--- src/rtl/wst_pkg.sv ---
package wst_pkg;
   localparam logic LINE_IDLE  = 1'b1;
   localparam logic LINE_START = 1'b0;

   typedef enum logic [1:0] {
      PH_IDLE  = 2'd0,
      PH_START = 2'd1,
      PH_DATA  = 2'd2,
      PH_STOP  = 2'd3
   } wst_phase_e;
endpackage

--- src/rtl/wst_bit_timer.sv ---
module wst_bit_timer #(
   parameter int CLKS_PER_BIT = 16
) (
   input  logic clk,
   input  logic rst_n,
   input  logic restart,
   output logic tick
);
   localparam int CW = (CLKS_PER_BIT > 1) ? $clog2(CLKS_PER_BIT) : 1;

   generate
      if (CLKS_PER_BIT == 1) begin : g_every_clock
         assign tick = 1'b1;
      end else begin : g_counter
         localparam logic [CW-1:0] LAST = CW'(CLKS_PER_BIT - 1);
         logic [CW-1:0] cnt_q;

         always_ff @(posedge clk or negedge rst_n) begin
            if (!rst_n)
               cnt_q <= '0;
            else if (restart || cnt_q == LAST)
               cnt_q <= '0;
            else
               cnt_q <= cnt_q + 1'b1;
         end

         assign tick = (cnt_q == LAST);
      end
   endgenerate
endmodule

--- src/rtl/wst_frame_seq.sv ---
module wst_frame_seq
   import wst_pkg::*;
#(
   parameter int DATA_BITS = 8
) (
   input  logic clk,
   input  logic rst_n,
   input  logic start,
   input  logic tick,
   output logic busy,
   output logic adv_first,
   output logic adv_data,
   output logic adv_last,
   output logic frame_end
);
   localparam int IW = (DATA_BITS > 1) ? $clog2(DATA_BITS) : 1;
   localparam logic [IW-1:0] LAST_IDX = IW'(DATA_BITS - 1);

   wst_phase_e    phase_q;
   logic [IW-1:0] idx_q;
   logic          step;

   assign step = tick && !start;

   always_ff @(posedge clk or negedge rst_n) begin
      if (!rst_n) begin
         phase_q <= PH_IDLE;
         idx_q   <= '0;
      end else if (start) begin
         phase_q <= PH_START;
         idx_q   <= '0;
      end else if (tick) begin
         case (phase_q)
            PH_START: begin
               phase_q <= PH_DATA;
               idx_q   <= '0;
            end
            PH_DATA: begin
               if (idx_q == LAST_IDX)
                  phase_q <= PH_STOP;
               else
                  idx_q <= idx_q + 1'b1;
            end
            PH_STOP: phase_q <= PH_IDLE;
            default: phase_q <= PH_IDLE;
         endcase
      end
   end

   always_comb begin
      busy      = (phase_q != PH_IDLE);
      adv_first = step && (phase_q == PH_START);
      adv_data  = step && (phase_q == PH_DATA) && (idx_q != LAST_IDX);
      adv_last  = step && (phase_q == PH_DATA) && (idx_q == LAST_IDX);
      frame_end = step && (phase_q == PH_STOP);
   end
endmodule

--- src/rtl/wst_shift_out.sv ---
module wst_shift_out
   import wst_pkg::*;
#(
   parameter int DATA_BITS = 8
) (
   input  logic                 clk,
   input  logic                 rst_n,
   input  logic                 load,
   input  logic [DATA_BITS-1:0] load_data,
   input  logic                 adv_first,
   input  logic                 adv_data,
   input  logic                 adv_last,
   output logic                 line
);
   logic [DATA_BITS-1:0] hold_q;
   logic [DATA_BITS-1:0] sh_q;
   logic                 line_q;

   always_ff @(posedge clk or negedge rst_n) begin
      if (!rst_n) begin
         hold_q <= '0;
         sh_q   <= '0;
         line_q <= LINE_IDLE;
      end else if (load) begin
         hold_q <= load_data;
         line_q <= LINE_START;
      end else if (adv_first) begin
         line_q <= hold_q[0];
         sh_q   <= hold_q >> 1;
      end else if (adv_data) begin
         line_q <= sh_q[0];
         sh_q   <= sh_q >> 1;
      end else if (adv_last) begin
         line_q <= LINE_IDLE;
      end
   end

   assign line = line_q;
endmodule

--- src/rtl/wr_serial_tx.sv ---
module wr_serial_tx #(
   parameter int CLKS_PER_BIT = 16,
   parameter int DATA_BITS    = 8
) (
   input  logic                 clk,
   input  logic                 rst_n,
   input  logic                 wr_en,
   input  logic [DATA_BITS-1:0] wr_data,
   output logic                 txd,
   output logic                 busy,
   output logic                 done
);
   generate
      if (CLKS_PER_BIT < 1) begin : g_bad_div
         $error("wr_serial_tx: CLKS_PER_BIT must be at least 1");
      end
      if (DATA_BITS < 1 || DATA_BITS > 16) begin : g_bad_width
         $error("wr_serial_tx: DATA_BITS must be in 1..16");
      end
   endgenerate

   logic tick, adv_first, adv_data, adv_last, frame_end, done_q;

   wst_bit_timer #(.CLKS_PER_BIT(CLKS_PER_BIT)) timer_i (
      .clk(clk), .rst_n(rst_n), .restart(wr_en), .tick(tick)
   );

   wst_frame_seq #(.DATA_BITS(DATA_BITS)) seq_i (
      .clk(clk), .rst_n(rst_n), .start(wr_en), .tick(tick),
      .busy(busy), .adv_first(adv_first), .adv_data(adv_data),
      .adv_last(adv_last), .frame_end(frame_end)
   );

   wst_shift_out #(.DATA_BITS(DATA_BITS)) shift_i (
      .clk(clk), .rst_n(rst_n), .load(wr_en), .load_data(wr_data),
      .adv_first(adv_first), .adv_data(adv_data), .adv_last(adv_last),
      .line(txd)
   );

   always_ff @(posedge clk or negedge rst_n) begin
      if (!rst_n) done_q <= 1'b0;
      else        done_q <= frame_end;
   end

   assign done = done_q;
endmodule

--- config.mk ---
export PLATFORM = sky130hd
export DESIGN_NAME = wr_serial_tx
export DESIGN_NICKNAME = d
export VERILOG_FILES = /design/src/rtl/wst_pkg.sv /design/src/rtl/wst_bit_timer.sv /design/src/rtl/wst_frame_seq.sv /design/src/rtl/wst_shift_out.sv /design/src/rtl/wr_serial_tx.sv
export SDC_FILE = /design/constraint.sdc
export NUM_CORES = 1
export LEC_CHECK = 0
export BUFFER_PORTS_ARGS = -buffer_cell sky130_fd_sc_hd__buf_2
export CAP_MARGIN = 20
export CORE_MARGIN = 3
export CORE_UTILIZATION = 56
export CTS_CLUSTER_DIAMETER = 150
export DETAILED_ROUTE_END_ITERATION = 7
export PLACE_DENSITY_LB_ADDON = 0.25
export SETUP_SLACK_MARGIN = 0.2
export SYNTH_ARGS = -nofsm -noshare
export SYNTH_HDL_FRONTEND = slang
export SYNTH_SLANG_ARGS = --single-unit
--- constraint.sdc ---
create_clock -name clk -period 1.7 [get_ports clk]
set_clock_uncertainty 0.1 [all_clocks]
set_input_delay 0 -clock clk [delete_from_list [all_inputs] [get_ports clk]]
set_output_delay 0 -clock clk [all_outputs]
set_load 0.005 [all_outputs]
; ---- After elaboration in Yosys (flattened, before gate mapping)
; Cells that the tools add are included.
[classes]
add_sub_neg = 2
n_eq_ne = 8
n_mux = 15
bitwise_logic = 1
n_reduce_logical = 16
[ops]
columns = operator, n
row1 = $mux 8, 2
row2 = $mux 3, 3
row3 = $ne 3x3->1 const B, 3
row4 = $logic_and 1x1->1, 6
row5 = $mux 2, 3
row6 = $pmux 3 s2, 1
row7 = $reduce_bool 2->1, 3
row8 = $add 4x1->4 const B, 1
row9 = $eq 2x2->1 const B, 2
row10 = $eq 4x4->1 const B, 1
row11 = $mux 1, 4
row12 = $mux 4, 1
row13 = $pmux 2 s2, 1
row14 = $reduce_and 2->1, 2
row15 = $reduce_bool 4->1, 1
row16 = $add 3x1->3 const B, 1
row17 = $eq 3x3->1 const B, 1
row18 = $reduce_and 3->1, 1
row19 = $reduce_bool 3->1, 1
row20 = $eq 2x1->1 const B, 1
row21 = $logic_not 1->1, 1
row22 = $logic_or 1x1->1, 1
row23 = $not 1->1, 1
[word_totals]
ff_bits = 27
input_bits = 11
output_inout_bits = 3
wordCells = 49

; ---- Longest topological paths before layout
[depth]
ltp_word = 8
ltp_mapped = 6
ltp_nobuf = 5

; ---- Hierarchy
; Synthesis repeated with hierarchy kept, for this count alone.
[hier_totals]
cells_unflattened = 115
area_unflattened_um2 = 1263.7
[by_module_without_submodules]
columns = mod, n_inst, cells_per_inst, area_per_inst_um2, seq_area_each_um2
row1 = wst_shift_out, 1, 58, 684.4, 401.6
row2 = wst_frame_seq, 1, 43, 382.9, 125.1
row3 = wst_bit_timer, 1, 13, 171.4, 100.1
row4 = wr_serial_tx, 1, 1, 25.0, 25.0

; ---- Worst setup path after synthesis
; Ideal clock, no wire load.
[synth_path]
path_kind = register to register
startpoint = reg seq_i.idx_q[0]
endpoint = reg seq_i.idx_q[0]
setup_ps = 83
arrival_ps = 1407
required_time_ps = 1517
setup_slack_ps = 111
stages_incl_launch_ff = 6
path_buffers = 0
cell_sequence = dfrtp_1 > ha_1 > ha_1 > nand2b_1 > or4_1 > o21ai_0
[synth_via]
elab_chain_len = 5
[synth_lines]
columns = item, line_no
row1 = "start, declared", wst_frame_seq.sv:20  ; logic [IW-1:0] idx_q;
row2 = "start signal, assigned", wst_frame_seq.sv:42  ; idx_q <= idx_q + 1'b1;
row3 = $add 3x1->3, wst_frame_seq.sv:42
row4 = $mux 3, wst_frame_seq.sv:39  ; if (idx_q == LAST_IDX)
row5 = $pmux 3 s2, wst_frame_seq.sv:33  ; case (phase_q)
row6 = $mux 3, wst_frame_seq.sv:32  ; end else if (tick) begin
row7 = $mux 3, wst_frame_seq.sv:29  ; end else if (start) begin
; Several ways; a longest one is shown, not always the timed one. The select of a mux whose other input is x is not followed.
; A chain may end at the register's enable or synchronous reset.

; ---- Final worst setup path
[layout_path]
startpoint = reg seq_i.idx_q[1]
endpoint = reg seq_i.idx_q[0]
[layout_via]
elab_chain_len = 3
[layout_lines]
columns = item, line_no
row1 = $eq 3x3->1, wst_frame_seq.sv:39
row2 = $ne 3x3->1 (no source line), -
row3 = $reduce_and 3->1 (no source line), -
; No other way between the ends.

==> impl_results.rst <==
.. list-table::
   :header-rows: 1

   * - Metric
     - Value
   * - Overall via count from detail_route
     - 998
   * - Post-DRT Antenna Nets
     - 0
   * - Worst-case vdd ir drop
     - 0.0006043 V
   * - Die height
     - 53.83 um
   * - Sequential share of the synthesized area
     - 50.88%
   * - Average footprint of a synthesized cell
     - 11.65 um2
   * - Maximum number of pins on one net before global-route repair
     - 27
   * - Sequential group share of total power
     - 60.9%
   * - Type of the setup path with the least slack
     - reg -> reg
   * - Proportion of layout cells with a drive suffix above 1
     - 39.04%
   * - Drt drc
     - 0
   * - Routed wire per std cell
     - 15.66 um
   * - Cell class contributing the biggest share of worst-path delay
     - simple AND/OR/NAND/NOR gates
   * - Maximum buffer depth of the clock tree
     - 2
   * - Antenna cells
     - 0
   * - Worst-case headroom to the max-slew limit
     - 61.44%
   * - Number of violations of the max-capacitance limit
     - 0
   * - CTS tree
     - yes
   * - Most numerous cell in the Yosys netlist
     - dfrtp_1
   * - Combinational power share
     - 10.6%
   * - Final weighted congestion in routability-driven placement
     - 0.7929
   * - Stage delay of the slowest cell on the critical path
     - 0.42 ns
   * - Final critical path time including I/O delays and setup
     - 1.566 ns
   * - Worst-path maximum fanout
     - 3
   * - Maximum clock rate
     - 638.8 MHz
   * - Number of global-route vias before repair
     - 990
   * - Total net switching power
     - 0.0002467 W
   * - Total number of nets in the final design
     - 165
   * - Starting utilization of the core area
     - 62.14%
   * - Synth top area share
     - 48.83%
   * - Startpoint Class
     - register
   * - Clock input transition at the sequential cells of the worst setup and hold paths
     - 0.13 ns
   * - Most used DFF post-synth
     - dfrtp_1
   * - Transition time of the tightest slew-check pin
     - 0.5784 ns
   * - Leftover overflow at the end of global routing
     - 0
   * - Root Driver
     - clkbuf_4
   * - Total number of H-tree levels
     - 1
   * - Number of antenna violations at the first check in global routing
     - 0
   * - HPWL reported at the end of detailed placement
     - 1757 um
   * - Pre-antenna DRT Iters
     - 4
   * - Setup repair after global routing missed its margin
     - yes
   * - Count of flip-flops with a built-in enable after synthesis
     - 0
   * - Buffers added on ports
     - 13
   * - Portion of total power attributed to the clock network
     - 28.6%
   * - Leakage dissipation
     - 0.7439 nW
   * - Crit path arrival time
     - 1.72 ns
   * - Sequence of cells on the critical path
     - ha_2, ha_4, nand2b_4, or4_4, o21ai_2
   * - Number of synthesized register bits
     - 26
   * - Power density over the cells
     - 648.3 nW/um2
   * - Worst path buffer plus inverter count
     - 0
   * - Chip width
     - 53.83 um
   * - Unique masters post-synth
     - 34
   * - Net count after synthesis
     - 128
   * - Overall global routing resource usage
     - 21.76%
   * - Cell count after synthesis
     - 110
   * - Number of rows in the core area
     - 16
   * - Overall die area
     - 2898 um2
   * - Count of pins on the block boundary
     - 14
   * - Data required time of the critical path
     - 1.86 ns
   * - Ys Warns
     - 0
   * - Proportion of register bits with asynchronous set or reset after synthesis
     - 100.0%
   * - CTS Buf Count
     - 3
   * - Cell type of the slowest stage on the worst timing path
     - or4_4
   * - Area Growth Syn to Fin
     - 31.35%
   * - Worst hold margin
     - 0.08681 ns
   * - Mean number of vias per cell
     - 5.769
   * - Final count of negative-setup-slack endpoints
     - 0
   * - Crit. path cell count
     - 5
   * - Area leader, netlist
     - dfrtp_1
   * - Drt total wl
     - 2709 um
   * - Cell types with the highest counts after synthesis
     - dfrtp_1 (25), mux2_2 (8), ha_1 (7), nand2b_1 (6), nor2b_1 (6)
   * - Most area-consuming cells after synthesis
     - dfrtp_1 (49%), mux2_2 (7.0%), ha_1 (6.8%)
   * - Core region area
     - 2062 um2
   * - Outcome
     - finished, final reports clean
   * - Tightest Hold Check Type
     - in -> async
   * - Max-slew violation count
     - 0
   * - Share of total power consumed by net switching
     - 22.61%
   * - Clock latency on the worst-skew pair
     - 0.32 ns
   * - Cell Area, Synth
     - 1281 um2
   * - Depth of the worst register-to-register path
     - 5
   * - Wire length of the first global-routing pass
     - 4519 um
   * - Int Pwr
     - 0.0008443 W
   * - Final Hold Violating Endpoints
     - 0
   * - Share of the clock period used by the worst path after layout
     - 92.09%
   * - Fin Setup TNS
     - 0 ns
   * - Crit end category
     - register
   * - First-iteration detailed-routing DRC count
     - 15
   * - TritonCTS Sinks
     - 26
==> final timing paths <==
| kind | start | slack [ns] | endpoint |
|---|---|---|---|
| hold reg to reg | shift_i.sh_q[3] | 0.40 | shift_i.sh_q[3] |
| min in group clk | wr_data[7] | 0.33 | shift_i.hold_q[7] |
| max in group asynchronous | rst_n | 1.00 | seq_i.phase_q[0] |
| hold / removal | rst_n | 0.09 | shift_i.hold_q[0] |
| setup reg to reg | seq_i.idx_q[1] | 0.13 | seq_i.idx_q[0] |
| setup / recovery | seq_i.idx_q[1] | 0.13 | seq_i.idx_q[0] |
==> placed cells by master (no fill, tap or decap), types with 2 or more instances in the layout <==
cell type / Yosys / routed
nand2b_1: 6 / 5
nor2b_1: 6 / 6
clkbuf_4: 0 / 3
o21ai_0: 4 / 3
a211oi_1: 2 / 2
dlygate4sd3_1: 0 / 10
nand3_1: 3 / 3
a22oi_1: 4 / 4
ha_4: 0 / 4
a21o_1: 2 / 2
o2bb2ai_1: 4 / 4
buf_4: 1 / 16
ha_1: 7 / 2
a32oi_1: 2 / 2
a21oi_1: 3 / 3
mux2_2: 8 / 8
nand4b_1: 5 / 5
nor2_1: 3 / 3
nand2_1: 2 / 2
dfrtp_1: 25 / 24
buf_2: 5 / 13
inv_1: 3 / 2
==> cell families (layout without fill, tap and decap cells) <==
group | after synthesis | after routing | synth area share, %
AND/OR/NAND/NOR | 32 | 32 | 16.11
flip-flops | 26 | 26 | 50.88
AO/OA/AOI/OAI | 26 | 26 | 14.75
multiplexers | 8 | 8 | 7.032
buffers and inverters | 10 | 46 | 3.711
XOR/XNOR | 1 | 1 | 0.6837
adder cells (fa/ha/maj) | 7 | 7 | 6.836
==> metal layers <==
metal / part of all wire, % / vias to the layer above / track usage, %
met1: 43 / 487 / 28.04
met3: 4.1 / 5 / 3.601
met4: 1.4 / 0 / 6.383
met2: 51 / 27 / 37.30
li1: - / 479 / -
met5: 0 / - / 0
==> per-stage QoR <==
step | cells | power [W] | utilization, % | worst slack, ns | instance area [um2]
floorplan | 110 | 0.0007198 | - | 0.2014 | 1299
global placement | 149 | 0.0007520 | 68.20 | 0.06790 | 1406
detailed placement | 149 | 0.0007604 | 68.20 | 0.009997 | 1406
CTS | 172 | 0.001105 | 80.34 | 0.1371 | 1657
global route | 173 | 0.001146 | 81.61 | 0.06326 | 1683
finish | 173 | 0.001091 | 81.61 | 0.1345 | 1683
==> worst register-to-register path, stage by stage, from the launching register on <==
cell and delay (ns):
dfrtp_1 0.41, ha_2 0.20, ha_4 0.16, nand2b_4 0.15, or4_4 0.42, o21ai_2 0.08
==> power by group through the flow <==
| stage | sequential, W | combinational (W) | clock [W] |
|---|---|---|---|
| floorplan | 0.000668 | 0.0000518 | 0 |
| global placement | 0.000673 | 0.0000792 | 0 |
| detailed placement | 0.000676 | 0.0000848 | 0 |
| CTS | 0.000664 | 0.000116 | 0.000325 |
| global route | 0.000668 | 0.000129 | 0.000349 |
| finish | 0.000664 | 0.000115 | 0.000312 |
==> registers in the layout, summed over array words and instances (netlist names) <==
name                     flops
seq_i.phase_q                2
shift_i.line                 1
seq_i.idx_q                  3
done                         1
shift_i.sh_q                 7
timer_i.g_counter.cnt_q      4
shift_i.hold_q               8
==> repair_timing <==
item                                   4_1_cts  5_1_grt
pin swaps                                    2        1
setup endpoints to repair                   12       12
gates resized for setup                      8        4
hold buffers                                10        0
buffers inserted                             9        1
endpoints found under the hold margin       37        0
==> cell type report <==
cell class                      count  area [um2]
Tap cell                           27       33.78
Inverter                            3       11.26
Clock buffer                        4       36.28
Fill cell                         125       379.1
Sequential cell                    26       653.1
Multi-Input combinational cell     74       663.1
Timing Repair Buffer               39       285.3
Note: power is estimated with default switching activity, not from simulation.
